## config.mk

```make
export PLATFORM = sky130hd
export DESIGN_NAME = tmr_mode_reg
export DESIGN_NICKNAME = d
export VERILOG_FILES = /design/src/rtl/tmr_mode_pkg.sv /design/src/rtl/tmr_mode_decode.sv /design/src/rtl/tmr_mode_guard.sv /design/src/rtl/tmr_mode_fields.sv /design/src/rtl/tmr_mode_reg.sv
export SDC_FILE = /design/constraint.sdc
export NUM_CORES = 1
export LEC_CHECK = 0
export BUFFER_PORTS_ARGS = -buffer_cell sky130_fd_sc_hd__buf_4
export CORE_MARGIN = 3
export CORE_UTILIZATION = 33
export DETAILED_ROUTE_END_ITERATION = 10
export GPL_TIMING_DRIVEN = 0
export MAX_ROUTING_LAYER = met4
export PLACE_DENSITY = 0.9
export SETUP_SLACK_MARGIN = 0.05
export SLEW_MARGIN = 20
export SYNTH_ARGS = -nofsm -noshare
export SYNTH_HDL_FRONTEND = slang
export SYNTH_SLANG_ARGS = --single-unit
```

## constraint.sdc

```tcl
create_clock -name clk -period 2.05 [get_ports clk]
set_clock_uncertainty 0.1 [all_clocks]
set_input_delay 0.205 -clock clk [delete_from_list [all_inputs] [get_ports clk]]
set_output_delay 0.205 -clock clk [all_outputs]
set_load 0.02 [all_outputs]
```

## src/rtl/tmr_mode_pkg.sv

```systemverilog
package tmr_mode_pkg;
    // Bit positions inside the mode word
    localparam int unsigned CAPT_BIT = 0;
    localparam int unsigned SYNC_BIT = 1;
    localparam int unsigned UNLK_BIT = 2;
    localparam int unsigned INIT_BIT = 3;
    localparam int unsigned FEAT_BIT = 4;
    // Bit position inside the guard word
    localparam int unsigned LOCK_BIT = 0;

    typedef struct packed {
        logic wr_mode;
        logic wr_prot;
        logic wr_any;
        logic rd_mode;
        logic rd_prot;
    } decode_t;

    typedef struct packed {
        logic lock;
        logic armed;
    } guard_t;

    typedef struct packed {
        logic cap_test;
        logic sync_sel;
        logic feat_en;
        logic init_pls;
    } fields_t;
endpackage

```

## src/rtl/tmr_mode_decode.sv

```systemverilog
module tmr_mode_decode
    import tmr_mode_pkg::*;
#(
    parameter int unsigned ADDR_W   = 4,
    parameter int unsigned MODE_OFS = 0,
    parameter int unsigned PROT_OFS = 1
) (
    input  logic [ADDR_W-1:0] addr,
    input  logic              wr,
    input  logic              rd,
    output decode_t           dec
);
    localparam logic [ADDR_W-1:0] MODE_A = ADDR_W'(MODE_OFS);
    localparam logic [ADDR_W-1:0] PROT_A = ADDR_W'(PROT_OFS);

    always_comb begin
        dec         = '0;
        dec.wr_any  = wr;
        dec.wr_mode = wr && (addr == MODE_A);
        dec.wr_prot = wr && (addr == PROT_A);
        dec.rd_mode = rd && (addr == MODE_A);
        dec.rd_prot = rd && (addr == PROT_A);
    end
endmodule

```

## src/rtl/tmr_mode_guard.sv

```systemverilog
module tmr_mode_guard
    import tmr_mode_pkg::*;
(
    input  logic    clk,
    input  logic    rst_n,
    input  decode_t dec,
    input  logic    unlk_bit,
    input  logic    lock_bit,
    output logic    lock,
    output logic    open
);
    guard_t g_d, g_q;

    always_comb begin
        g_d = g_q;
        // Arming: a read that shows the lock set; any write consumes it
        if (dec.rd_prot && g_q.lock)
            g_d.armed = 1'b1;
        else if (dec.wr_any)
            g_d.armed = 1'b0;
        // Lock transitions: closing has priority over opening
        if (dec.wr_prot && lock_bit)
            g_d.lock = 1'b1;
        else if (dec.wr_mode && unlk_bit && g_q.armed)
            g_d.lock = 1'b0;
    end

    always_ff @(posedge clk or negedge rst_n) begin
        if (!rst_n) begin
            g_q.lock  <= 1'b1;
            g_q.armed <= 1'b0;
        end else begin
            g_q <= g_d;
        end
    end

    assign lock = g_q.lock;
    assign open = ~g_q.lock;
endmodule

```

## src/rtl/tmr_mode_fields.sv

```systemverilog
module tmr_mode_fields
    import tmr_mode_pkg::*;
(
    input  logic clk,
    input  logic rst_n,
    input  logic wr_mode,
    input  logic open,
    input  logic capt_bit,
    input  logic sync_bit,
    input  logic init_bit,
    input  logic feat_bit,
    output logic cap_test,
    output logic sync_sel,
    output logic feat_en,
    output logic init_pls
);
    fields_t f_d, f_q;

    always_comb begin
        f_d          = f_q;
        f_d.init_pls = wr_mode && init_bit;
        if (wr_mode) begin
            f_d.sync_sel = sync_bit;
            if (open) begin
                f_d.cap_test = capt_bit;
                f_d.feat_en  = feat_bit;
            end
        end
    end

    always_ff @(posedge clk or negedge rst_n) begin
        if (!rst_n) f_q <= '0;
        else        f_q <= f_d;
    end

    assign cap_test = f_q.cap_test;
    assign sync_sel = f_q.sync_sel;
    assign feat_en  = f_q.feat_en;
    assign init_pls = f_q.init_pls;
endmodule

```

## src/rtl/tmr_mode_reg.sv

```systemverilog
module tmr_mode_reg
    import tmr_mode_pkg::*;
#(
    parameter int unsigned ADDR_W   = 4,
    parameter int unsigned DATA_W   = 32,
    parameter int unsigned MODE_OFS = 0,
    parameter int unsigned PROT_OFS = 1
) (
    input  logic              clk,
    input  logic              rst_n,
    input  logic [ADDR_W-1:0] bus_addr,
    input  logic              bus_wr,
    input  logic [DATA_W-1:0] bus_wdata,
    input  logic              bus_rd,
    output logic [DATA_W-1:0] bus_rdata,
    output logic              cap_test_o,
    output logic              sync_sel_o,
    output logic              feat_en_o,
    output logic              lock_o,
    output logic              guard_open_o,
    output logic              init_pulse_o
);
    decode_t           dec;
    logic              lock, open;
    logic              cap_test, sync_sel, feat_en, init_pls;
    logic [DATA_W-1:0] rdata_d, rdata_q;

    tmr_mode_decode #(
        .ADDR_W  (ADDR_W),
        .MODE_OFS(MODE_OFS),
        .PROT_OFS(PROT_OFS)
    ) u_dec (
        .addr(bus_addr),
        .wr  (bus_wr),
        .rd  (bus_rd),
        .dec (dec)
    );

    tmr_mode_guard u_guard (
        .clk     (clk),
        .rst_n   (rst_n),
        .dec     (dec),
        .unlk_bit(bus_wdata[UNLK_BIT]),
        .lock_bit(bus_wdata[LOCK_BIT]),
        .lock    (lock),
        .open    (open)
    );

    tmr_mode_fields u_fields (
        .clk     (clk),
        .rst_n   (rst_n),
        .wr_mode (dec.wr_mode),
        .open    (open),
        .capt_bit(bus_wdata[CAPT_BIT]),
        .sync_bit(bus_wdata[SYNC_BIT]),
        .init_bit(bus_wdata[INIT_BIT]),
        .feat_bit(bus_wdata[FEAT_BIT]),
        .cap_test(cap_test),
        .sync_sel(sync_sel),
        .feat_en (feat_en),
        .init_pls(init_pls)
    );

    // Read path: registered, the initialise bit always returns 0
    always_comb begin
        rdata_d = '0;
        if (dec.rd_mode) begin
            rdata_d[CAPT_BIT] = cap_test;
            rdata_d[SYNC_BIT] = sync_sel;
            rdata_d[UNLK_BIT] = open;
            rdata_d[FEAT_BIT] = feat_en;
        end
        if (dec.rd_prot)
            rdata_d[LOCK_BIT] = lock;
    end

    always_ff @(posedge clk or negedge rst_n) begin
        if (!rst_n) rdata_q <= '0;
        else        rdata_q <= rdata_d;
    end

    assign bus_rdata    = rdata_q;
    assign cap_test_o   = cap_test;
    assign sync_sel_o   = sync_sel;
    assign feat_en_o    = feat_en;
    assign lock_o       = lock;
    assign guard_open_o = open;
    assign init_pulse_o = init_pls;
endmodule

```

==> impl_metrics.toml <==
[outcome]
status = "finished, final reports clean"

[grt]
overflow = 0
grt_pass1_vias = 480
grt_max_degree = 11
antenna_found_initial = 0
track_usage = 0.1121
grt_pass1_wl_um = 1973

[pwr]
seqPwrFrac = 0.395
p_leak_nw = 0.5908
max-vdd-ir-drop_v = 0.0001890
finalPower_uw = 525.2
internal_power_uw = 376.4
power.switching_uw = 148.7
clkPwrFrac = 0.330
p_comb_frac = 0.275
swShare = 0.2832
power_density_mw_per_mm2 = 545.8

[synthesis]
mappedNetlistArea_sq_um = 618.1
synth_top_family_by_area = "buffers and inverters"
synthSimpleGateAreaFrac = 0.1457
ys_seq_area_frac = 0.4069
synthMuxAreaShare = 0.05466
synth_most_common_cell = "buf_4"
synthAdderAreaFrac = 0
yosys-top-cells-area = "dfrtp_1 36%, buf_4 34%, dfstp_2 4.3%"
ys_async_sr_fraction = 1.000
synthCells = 60
synth_seq_cells = 10
synth_edf_count = 0
ys_warn_count = 0
yosys.area.top_type_share = 0.3644
yosys.area.top_type = "dfrtp_1"
yosys_most_used_dff = "dfrtp_1"
syn_area_per_cell_sq_um = 10.30
yosys-top-cells-count = "28 x buf_4, 9 x dfrtp_1, 4 x and3_1, 3 x nand2_1"
synth_xor_xnor_area_share = 0
netlist-cell-type-count = 18
synth_compound_area_frac = 0.03441

[place]
portBuffers = 22
dp_cells = 134
dp_hpwl_um = 1117
gp_congestion = 0.7468
placedInstanceArea_sq_um = 915.9
dp_slack_ns = 0.6020

[detailed_routing]
first_pass_iters = 1
drc = 0
drt-total-wl_um = 1296
drtIter0Drc = 0
ant_nets = 0
viasPerCell = 3.583
routedWlPerCell_um = 9.324
num_vias = 498

[cts]
clk_pin_slew_worst_paths_ns = 0.06
insertion_delay_ns = 0.26
clock_path_buffers = 2
tritoncts = "yes"
cts_root_buffer = "clkbuf_4"
clock_sinks = 10
cts_made_buffers = 3
cts_resized = 0
ctsHtreeMaxLevel = 1
post_cts_buffers = 0

[final_layout]
post_layout_nonfiller_instances = 139
utilization = 0.5513
n_antenna_cell = 0
stdcell_area_sq_um = 962.2
fin_nets = 155
area_growth_pct = 55.67
drive_gt1_frac = 0.5088

[floorplanning]
core_sq_mm = 0.001745
initial_core_util = 0.3541
ios = 78
die_area_sq_mm = 0.002429
rows = 15
dieHeight_um = 49.28
die_x_um = 49.28

[job]
maxCapViolations = 0

[worst_setup_path]
critPathCaptureType = "output port"
cp.required_ns = 1.75
worstSetupPathType = "flop to output port"
path_max_fanout = 4
cp.arrival_ns = 1.06
worst_setup_path_start_kind = "flop"

[timing]
setup_viol = 0
post-route-period-util = 0.6652
fin_setup_tns_ns = 0
finalCriticalPeriod_ns = 1.364
rsz0062_at_grt = "no"
fmax_ghz = 0.7334
final_hold_viol_count = 0
holdWs_ns = 0.06282
drv_slew = 0
fin_ws_ns = 0.6864

[hold_path]
hp-class = "primary input to flop"
## metal layers
layer,vias up,GRT usage,share of wire
met1,207,0.08868,0.33
met3,4,0.03976,0.14
li1,251,-,-
met2,36,0.2054,0.51
met4,0,0.08531,0.019
met5,-,-,0
## cell usage in the layout, fill, tap and decap left out
master         instances
a41o_1                 1
clkbuf_4               3
nand4_1                1
dfrtp_1                9
nand3_1                1
nor4_4                 1
nor3_1                 1
a21oi_1                1
dfstp_2                1
dlygate4sd3_1          1
o22ai_1                1
mux2_1                 2
conb_1                28
nand3_2                1
nand2b_1               1
buf_4                 50
inv_1                  2
nand2_1                3
clkbuf_8               1
and3_1                 4
mux2_2                 1
## worst paths after layout
| check | from | end | slack [ns] | cells past startpoint |
|---|---|---|---|---|
| max | u_guard.lock | guard_open_o | 0.69 | 2 |
| max reg2reg | u_guard.lock | u_fields.feat_en | 0.79 | 3 |
| max in group asynchronous | rst_n | u_guard.lock | 1.44 | 2 |
| min | bus_wdata[4] | u_fields.feat_en | 0.06 | 2 |
| min reg2reg | u_fields.cap_test | u_fields.cap_test | 0.44 | 1 |
| min in group asynchronous | rst_n | u_fields.cap_test | 0.20 | 2 |
## cell families (layout without fill, tap and decap cells)
family | after synthesis | in the layout
other | 1 | 28
muxes | 3 | 3
AOI/OAI and AO/OA | 3 | 3
buffers and inverters | 30 | 57
DFF | 10 | 10
and+or+nand+nor | 13 | 13
## registers in the layout, indices dropped and copies added (netlist names)
name,cells
bus_rdata,4
u_fields.cap_test,1
u_fields.feat_en,1
u_fields.init_pls,1
u_fields.sync_sel,1
u_guard.g_q,1
u_guard.lock,1
## cell type report
| class | instances | area [sq um] |
|---|---|---|
| clock buffers | 4 | 36.28 |
| inverters | 2 | 7.507 |
| well taps | 25 | 31.28 |
| multi-input cells | 47 | 250.2 |
| flip-flops and latches | 10 | 251.5 |
| repair buffers | 23 | 175.2 |
| plain buffers | 28 | 210.2 |
| fillers | 154 | 783.3 |
## power groups by stage
stage | logic [mW] | registers [mW] | clock network [mW]
detailed placement | 0.140 | 0.211 | 0
global route | 0.155 | 0.208 | 0.185
CTS | 0.142 | 0.207 | 0.178
finish | 0.145 | 0.208 | 0.173
global placement | 0.139 | 0.211 | 0
floorplan | 0.0951 | 0.218 | 0
## critical path, cell delays in order, from the launching register on
cell and delay (ns):
dfstp_2 0.53, inv_1 0.09, buf_4 0.17
## timing repair
item                                   in CTS  in global routing
hold buffers                                1                  0
endpoints found under the hold margin      10                  0
setup endpoints to repair                   0                  0
No activity file was read; power rests on OpenSTA's default activity.
